### config.mk
export PLATFORM = sky130hd
export DESIGN_NAME = wdt_window_ctl
export DESIGN_NICKNAME = d
export VERILOG_FILES = /design/src/rtl/wwin_pkg.sv /design/src/rtl/wwin_unlock.sv /design/src/rtl/wwin_cfg_reg.sv /design/src/rtl/wwin_window.sv /design/src/rtl/wdt_window_ctl.sv
export SDC_FILE = /design/constraint.sdc
export NUM_CORES = 1
export LEC_CHECK = 0
export ABC_CLOCK_PERIOD_IN_PS = 2610
export BUFFER_PORTS_ARGS = -buffer_cell sky130_fd_sc_hd__buf_4
export CORE_MARGIN = 2
export CORE_UTILIZATION = 46
export DETAILED_ROUTE_END_ITERATION = 10
export PLACE_DENSITY = 0.74
export SLEW_MARGIN = 0
export SYNTH_ARGS = -nofsm -noshare
export SYNTH_HDL_FRONTEND = slang
export SYNTH_SLANG_ARGS = --single-unit
### constraint.sdc
create_clock -name clk -period 2.61 [get_ports clk]
set_clock_uncertainty 0.15 [all_clocks]
set_input_delay 0.3915 -clock clk [delete_from_list [all_inputs] [get_ports clk]]
set_output_delay 0.3915 -clock clk [all_outputs]
set_load 0.05 [all_outputs]
### src/rtl/wwin_pkg.sv
package wwin_pkg;

  localparam int REG_W   = 8;
  localparam int CODE_W  = 4;
  localparam int LEN_W   = 8;

  // bit positions the read/write layout depends on
  localparam int BIT_CEN = 0;
  localparam int BIT_EN  = 1;
  localparam int PER_LO  = 2;
  localparam int PER_HI  = PER_LO + CODE_W - 1;

  typedef struct packed {
    logic              en;
    logic [CODE_W-1:0] per;
  } win_cfg_t;

  // closed-window length in oscillator ticks for a period code
  function automatic logic [LEN_W-1:0] closed_len(input logic [CODE_W-1:0] code);
    logic [LEN_W-1:0] len;
    case (code)
      4'd0:    len = 8'd8;
      4'd1:    len = 8'd16;
      4'd2:    len = 8'd32;
      4'd3:    len = 8'd64;
      4'd4:    len = 8'd125;
      default: len = 8'd250;
    endcase
    return len;
  endfunction

endpackage

### src/rtl/wwin_unlock.sv
module wwin_unlock #(
  parameter int UNLOCK_CYC = 4
) (
  input  logic clk,
  input  logic rst,
  input  logic key_wr,
  input  logic consume,
  output logic unlocked
);
  localparam int CW = $clog2(UNLOCK_CYC + 1);

  logic [CW-1:0] span_q;

  always_ff @(posedge clk) begin
    if (rst) begin
      span_q <= '0;
    end else if (key_wr) begin
      span_q <= CW'(UNLOCK_CYC);
    end else if (consume) begin
      span_q <= '0;
    end else if (span_q != '0) begin
      span_q <= span_q - 1'b1;
    end
  end

  assign unlocked = (span_q != '0);
endmodule

### src/rtl/wwin_cfg_reg.sv
module wwin_cfg_reg
  import wwin_pkg::*;
(
  input  logic              clk,
  input  logic              rst,
  input  logic              fuse_win_en,
  input  logic [CODE_W-1:0] fuse_period,
  input  logic              reg_wr,
  input  logic [REG_W-1:0]  reg_wdata,
  input  logic              unlocked,
  output win_cfg_t          cfg,
  output logic              accept,
  output logic [REG_W-1:0]  rdata
);
  win_cfg_t cfg_q;
  logic     cen_q;
  logic     unused_rsvd;

  assign unused_rsvd = ^reg_wdata[REG_W-1:PER_HI+1];

  // protected fields move only with change-enable set and unlock open
  assign accept = reg_wr && reg_wdata[BIT_CEN] && unlocked;

  always_ff @(posedge clk) begin
    if (rst) begin
      cfg_q.en  <= fuse_win_en;
      cfg_q.per <= fuse_period;
      cen_q     <= 1'b0;
    end else begin
      if (reg_wr) begin
        cen_q <= reg_wdata[BIT_CEN];
      end
      if (accept) begin
        cfg_q.en  <= reg_wdata[BIT_EN];
        cfg_q.per <= reg_wdata[PER_HI:PER_LO];
      end
    end
  end

  assign cfg = cfg_q;

  always_comb begin
    rdata                = '0;
    rdata[BIT_CEN]       = cen_q;
    rdata[BIT_EN]        = cfg_q.en;
    rdata[PER_HI:PER_LO] = cfg_q.per;
  end
endmodule

### src/rtl/wwin_window.sv
module wwin_window
  import wwin_pkg::*;
#(
  parameter int CNT_W = 8
) (
  input  logic     clk,
  input  logic     rst,
  input  logic     tick,
  input  logic     wd_clear,
  input  logic     restart,
  input  win_cfg_t cfg,
  output logic     win_closed,
  output logic     reset_req
);
  logic [CNT_W-1:0] cnt_q;
  logic [CNT_W-1:0] limit;
  logic             req_q;

  assign limit      = CNT_W'(closed_len(cfg.per));
  assign win_closed = cfg.en && (cnt_q < limit);

  always_ff @(posedge clk) begin
    if (rst) begin
      cnt_q <= '0;
    end else if (wd_clear || restart) begin
      cnt_q <= '0;
    end else if (tick && (cnt_q < limit)) begin
      cnt_q <= cnt_q + 1'b1;
    end
  end

  always_ff @(posedge clk) begin
    if (rst) begin
      req_q <= 1'b0;
    end else begin
      req_q <= wd_clear && win_closed;
    end
  end

  assign reset_req = req_q;
endmodule

### src/rtl/wdt_window_ctl.sv
module wdt_window_ctl
  import wwin_pkg::*;
#(
  parameter int UNLOCK_CYC = 4,
  parameter int CNT_W      = 8
) (
  input  logic       clk,
  input  logic       rst,
  input  logic       fuse_win_en,
  input  logic [3:0] fuse_period,
  input  logic       key_wr,
  input  logic       reg_wr,
  input  logic [7:0] reg_wdata,
  output logic [7:0] reg_rdata,
  input  logic       tick,
  input  logic       wd_clear,
  output logic       win_closed,
  output logic       reset_req
);
  logic     unlk;
  logic     accept;
  win_cfg_t cfg;

  wwin_unlock #(.UNLOCK_CYC(UNLOCK_CYC)) u_unlock (
    .clk(clk), .rst(rst), .key_wr(key_wr), .consume(accept), .unlocked(unlk)
  );

  wwin_cfg_reg u_cfg (
    .clk(clk), .rst(rst), .fuse_win_en(fuse_win_en), .fuse_period(fuse_period),
    .reg_wr(reg_wr), .reg_wdata(reg_wdata), .unlocked(unlk),
    .cfg(cfg), .accept(accept), .rdata(reg_rdata)
  );

  wwin_window #(.CNT_W(CNT_W)) u_win (
    .clk(clk), .rst(rst), .tick(tick), .wd_clear(wd_clear), .restart(accept),
    .cfg(cfg), .win_closed(win_closed), .reset_req(reset_req)
  );
endmodule

# == After elaboration in Yosys (flattened, before gate mapping) ==
# Index checks and enable logic that the tools add are counted.
# word_totals
ff_bits,18
inputBits,19
output_inout_bits,10
wordCells,32
# op_classes
addsub,2
order_cmp,1
n_eq_ne,4
n_mux,6
n_reduce_logical,12
# ops
operator,n
8-bit one-hot mux with 5 select lines,1
5-bit 2-to-1 mux,2
3-bit 2-to-1 mux,3
8-bit by 1-bit adder with 8-bit output (second input constant),1
4-bit by 2-bit == test with 1-bit output (second input constant),2
8-bit < comparator,1
3-bit nonzero test,2
1-bit logical AND,5
4-bit by 1-bit == test with 1-bit output (second input constant),1
4-bit by 3-bit == test with 1-bit output (second input constant),1
4-bit zero test,1
3-bit OR reduction,1
3-bit by 1-bit subtractor with 3-bit output (second input constant),1
2-bit nonzero test,1
2-bit OR reduction,1
1-bit logical OR,1

# == Logic depth before layout (Yosys ltp) ==
# logic_depth
depth_word,5
depth_mapped,8
ltp_nobuf,8

# == By module ==
# A second synthesis with hierarchy kept.
# hier_totals
hier_cells,121
hier_area_um2,1169.9
# by_module_without_submodules
module,n_inst,cells_each,area_per_inst_um2,seq_area_each_um2
wwin_window,1,78,650.6,180.2
wwin_cfg_reg,1,25,346.6,170.2
wwin_unlock,1,18,172.7,60.1

# == Least setup slack after synthesis ==
# OpenSTA, ideal clock, no wires.
# synth_timing
path_type,register -> output
from,"register u_cfg.cfg_q, in the netlist u_cfg.cfg[1]"
to,output win_closed
arrival_ns,2.701
t_required_ns,2.069
setup_slack_ns,-0.633
path_stages_with_launch,7
n_path_buf,0
path_cell_list,edfxtp_1 -> or4b_4 -> ha_1 -> or3_2 -> o22ai_1 -> o211a_1 -> and2_1
# synth_between
elab_chain_cells,4
elab_cells_between_ends,8
cone_classes,order compare (1); eq/ne (4); mux (1); reduce/logical (2)
# synth_rtl
element,line_no,rtl
"start, declared",wwin_cfg_reg.sv:15,win_cfg_t cfg_q;
4-bit by 3-bit == test with 1-bit output (tied with other cells),wwin_pkg.sv:21,case (code)
8-bit one-hot mux with 5 select lines (*),wwin_pkg.sv:21,
8-bit < comparator (*),wwin_window.sv:20,assign win_closed = cfg.en && (cnt_q < limit);
1-bit logical AND (*),wwin_window.sv:20,
"end, declared",wdt_window_ctl.sv:17,"output logic win_closed,"
# Mark *: on every way between the ends. The rest lies on a longest branch, timed or not.

# == Worst setup path in the final report ==
# layout_timing
from,"register u_cfg.cfg_q, in the netlist u_cfg.cfg[3]"
to,output win_closed
# The elaborated chain is that of the path after synthesis.

==> reports/results.txt <==
CTS tree: yes
Main synth FF type: dfxtp_1
Layout Utilization: 67.5%
final hold violations: 0
Seq/Total Area, Yosys: 37.7%
Worst Hold Launch: key_wr
num rows: 17
cts hold-fix bufs: 0
htree depth: 1
clock buffer depth: 2
RSZ-0062 raised after global routing: true
Final WS setup: -392 ps
top post-synthesis cells by count: dfxtp_1 (13), a21oi_1 (10), ha_1 (10)
Critical Path Source Type: register
met3 usage: 2.00%
met2 usage: 35.4%
crit path to: win_closed
Vias per Instance: 5.46
distinct cell type count after synthesis: 37
MaxCap Viol Count: 0
WL final: 2520 um
Post-synth ARST share: 0%
Final ANT Viol Nets: 0
switching share of power: 30.6%
Avg Inst Size Synth: 9.63 um2
hold_ws: 108 ps
die height: 52.6 um
Yosys warnings: 0
routability cong.: 0.813
crit path max fanout: 3
CP Capture Type: output port
flop-to-flop setup slack: -180 ps
Combinational Power Share: 28.3%
area growth from synthesis to layout: 38.4%
Final Cell Area: 1510 um2
Cells after Synth: 113
Synth area leaders: dfxtp_1 (24%), edfxtp_1 (14%), ha_1 (11%), mux2_2 (5.2%), a21oi_1 (4.6%)
Yosys reg bits: 18
largest net degree at the start of global routing: 11
Post-synth EDFFs: 5
Clock power frac: 22.6%
clk sinks: 18
placed inst area: 1380 um2
total gr overflow: 0
IO Pins: 29
NetSw: 0.193 mW
Fmax: 0.333 GHz
Crit. Startpoint: u_cfg.cfg[3]
diode count: 0
Tot GR Track Use: 20.1%
RR Endpoint: u_win.cnt_q[4]
Leak: 0.640 nW
total power: 0.633 mW
vias in the first global route: 974
CTS Buf Count: 3
R2R cell count: 9
Arrival @ worst endpoint: 2460 ps
area leader, netlist: dfxtp_1
drt wl/cell: 14.2 um
First-pass DRT Iterations: 4
top-area cell type share of the netlist area: 23.9%
initial core utilization: 48.7%
critical path required time: 2070 ps
Slew Limit Fails: 0
Min-Delay Path Class: input port to register
failing checks: negative setup slack
Clk pin slew, worst setup/hold paths: 100 ps
final HPWL from detailed placement: 1810 um
Setup Viol. Count Final: 5
I/O Buffers: 24
crit path time final: 3000 ps
final worst path period share: 115%
DR vias: 971
first-pass GRT wire length: 4090 um
nets: 180
GRT Max-Usage Layer: met2
synthesized cell area: 1090 um2
status: finished, violations left
pwr dens: 420 nW/um2
initial antenna violation count: 0
cell with the most instances after synthesis: dfxtp_1
DRC viols: 0
peak supply drop: 0.372 mV
met1 Use GR: 24.5%
core area: 2230 um2
Reg power frac: 49.1%
die area: 2770 um2
cell-internal power: 0.439 mW
Die W: 52.6 um
DR iter-0 viols: 11
Clock Latency Late Sink: 290 ps
share of cells above drive strength 1: 45.3%
root buffer cell: clkbuf_4
WS Path Type: register to output port
Worst R2R Start: u_cfg.cfg[3]
layer usage:
metal	wire length [um]	up-vias
met5	0	-
met4	72	0
met3	43	7
met2	1270	16
met1	1140	456
li1	-	492
registers in the layout, indices dropped and copies added, names as in the netlist:
register	flops
u_win.cnt_q	8
u_win.reset_req	1
u_cfg.cfg	5
u_cfg.cen_q	1
u_unlock.span_q	3
power groups by stage:
stage,clock (mW),sequential (mW),combinational [mW]
3_3_place_gp,0,0.316,0.158
5_1_grt,0.158,0.312,0.194
4_1_cts,0.145,0.310,0.173
2_1_floorplan,0,0.342,0.0842
6_report,0.143,0.311,0.179
3_5_place_dp,0,0.317,0.163
cell type report:
type	instances	area, um2
multi-input cells	87	727
fillers	189	727
flip-flops and latches	18	410
repair buffers	37	293
well taps	28	35.0
clock buffers	3	22.5
inverters	4	15.0
clock inverters	1	3.75
metrics by stage:
stage	setup slack, ps	setup TNS [ps]	std cells
floorplan	-253	-929	114
global placement	-83.6	-108	170
detailed placement	-105	-178	170
CTS	-383	-858	177
global route	-484	-1600	178
finish	-392	-880	178
what timing repair did:
item | CTS | global route
endpoints found under the setup margin | 4 | 9
pin swaps | 5 | 5
resized for setup | 4 | 12
setup buffers | 3 | 2
how the worst min path moves through the flow:
stage,slack (ps),to,cells past startpoint
after global routing,110,u_unlock.span_q[0],2
after detailed placement,320,u_cfg.cen_q,2
after global placement,310,u_cfg.cen_q,2
final,110,u_unlock.span_q[0],2
after floorplan,300,u_cfg.cen_q,2
after CTS,110,u_unlock.span_q[0],2
worst max-delay path, stage by stage (launching register included):
cell,delay [ps]
edfxtp_1,410
or4b_4,580
nand2_4,110
ha_4,200
o21a_1,180
o22ai_2,160
o211a_1,210
and2_4,160
buf_8,140
logic make-up after synthesis:
kind of cell	share of synthesized area [%]
multiplexers	8.85
buffers and inverters	4.14
AND/OR/NAND/NOR	19.7
XOR/XNOR	1.61
adder cells (fa/ha/maj)	11.5
AO/OA/AOI/OAI	16.2
flip-flops	37.7
other	0.344
cells in the final DEF (no fill, tap or decap), drive strengths merged:
| cell | count |
|---|---|
| a2111oi | 1 |
| buf | 37 |
| or4b | 1 |
| a211o | 1 |
| xnor2 | 1 |
| nand4 | 4 |
| xor2 | 1 |
| a21o | 1 |
| or2 | 6 |
| and2 | 2 |
| nor3 | 1 |
| edfxtp | 5 |
| o211ai | 2 |
| and4 | 2 |
| nand2b | 3 |
| o22ai | 1 |
| or3 | 4 |
| o21ai | 4 |
| nor2 | 4 |
| clkinv | 1 |
| dfxtp | 13 |
| o22a | 1 |
| a211oi | 1 |
| o41ai | 1 |
| inv | 4 |
| nand2 | 9 |
| a21oi | 10 |
| clkbuf | 3 |
| and3b | 1 |
| conb | 2 |
| o311ai | 1 |
| o211a | 1 |
| mux2 | 5 |
| o21a | 1 |
| a31o | 1 |
| ha | 10 |
| mux2i | 4 |
Power figures use the tool's default switching activity.
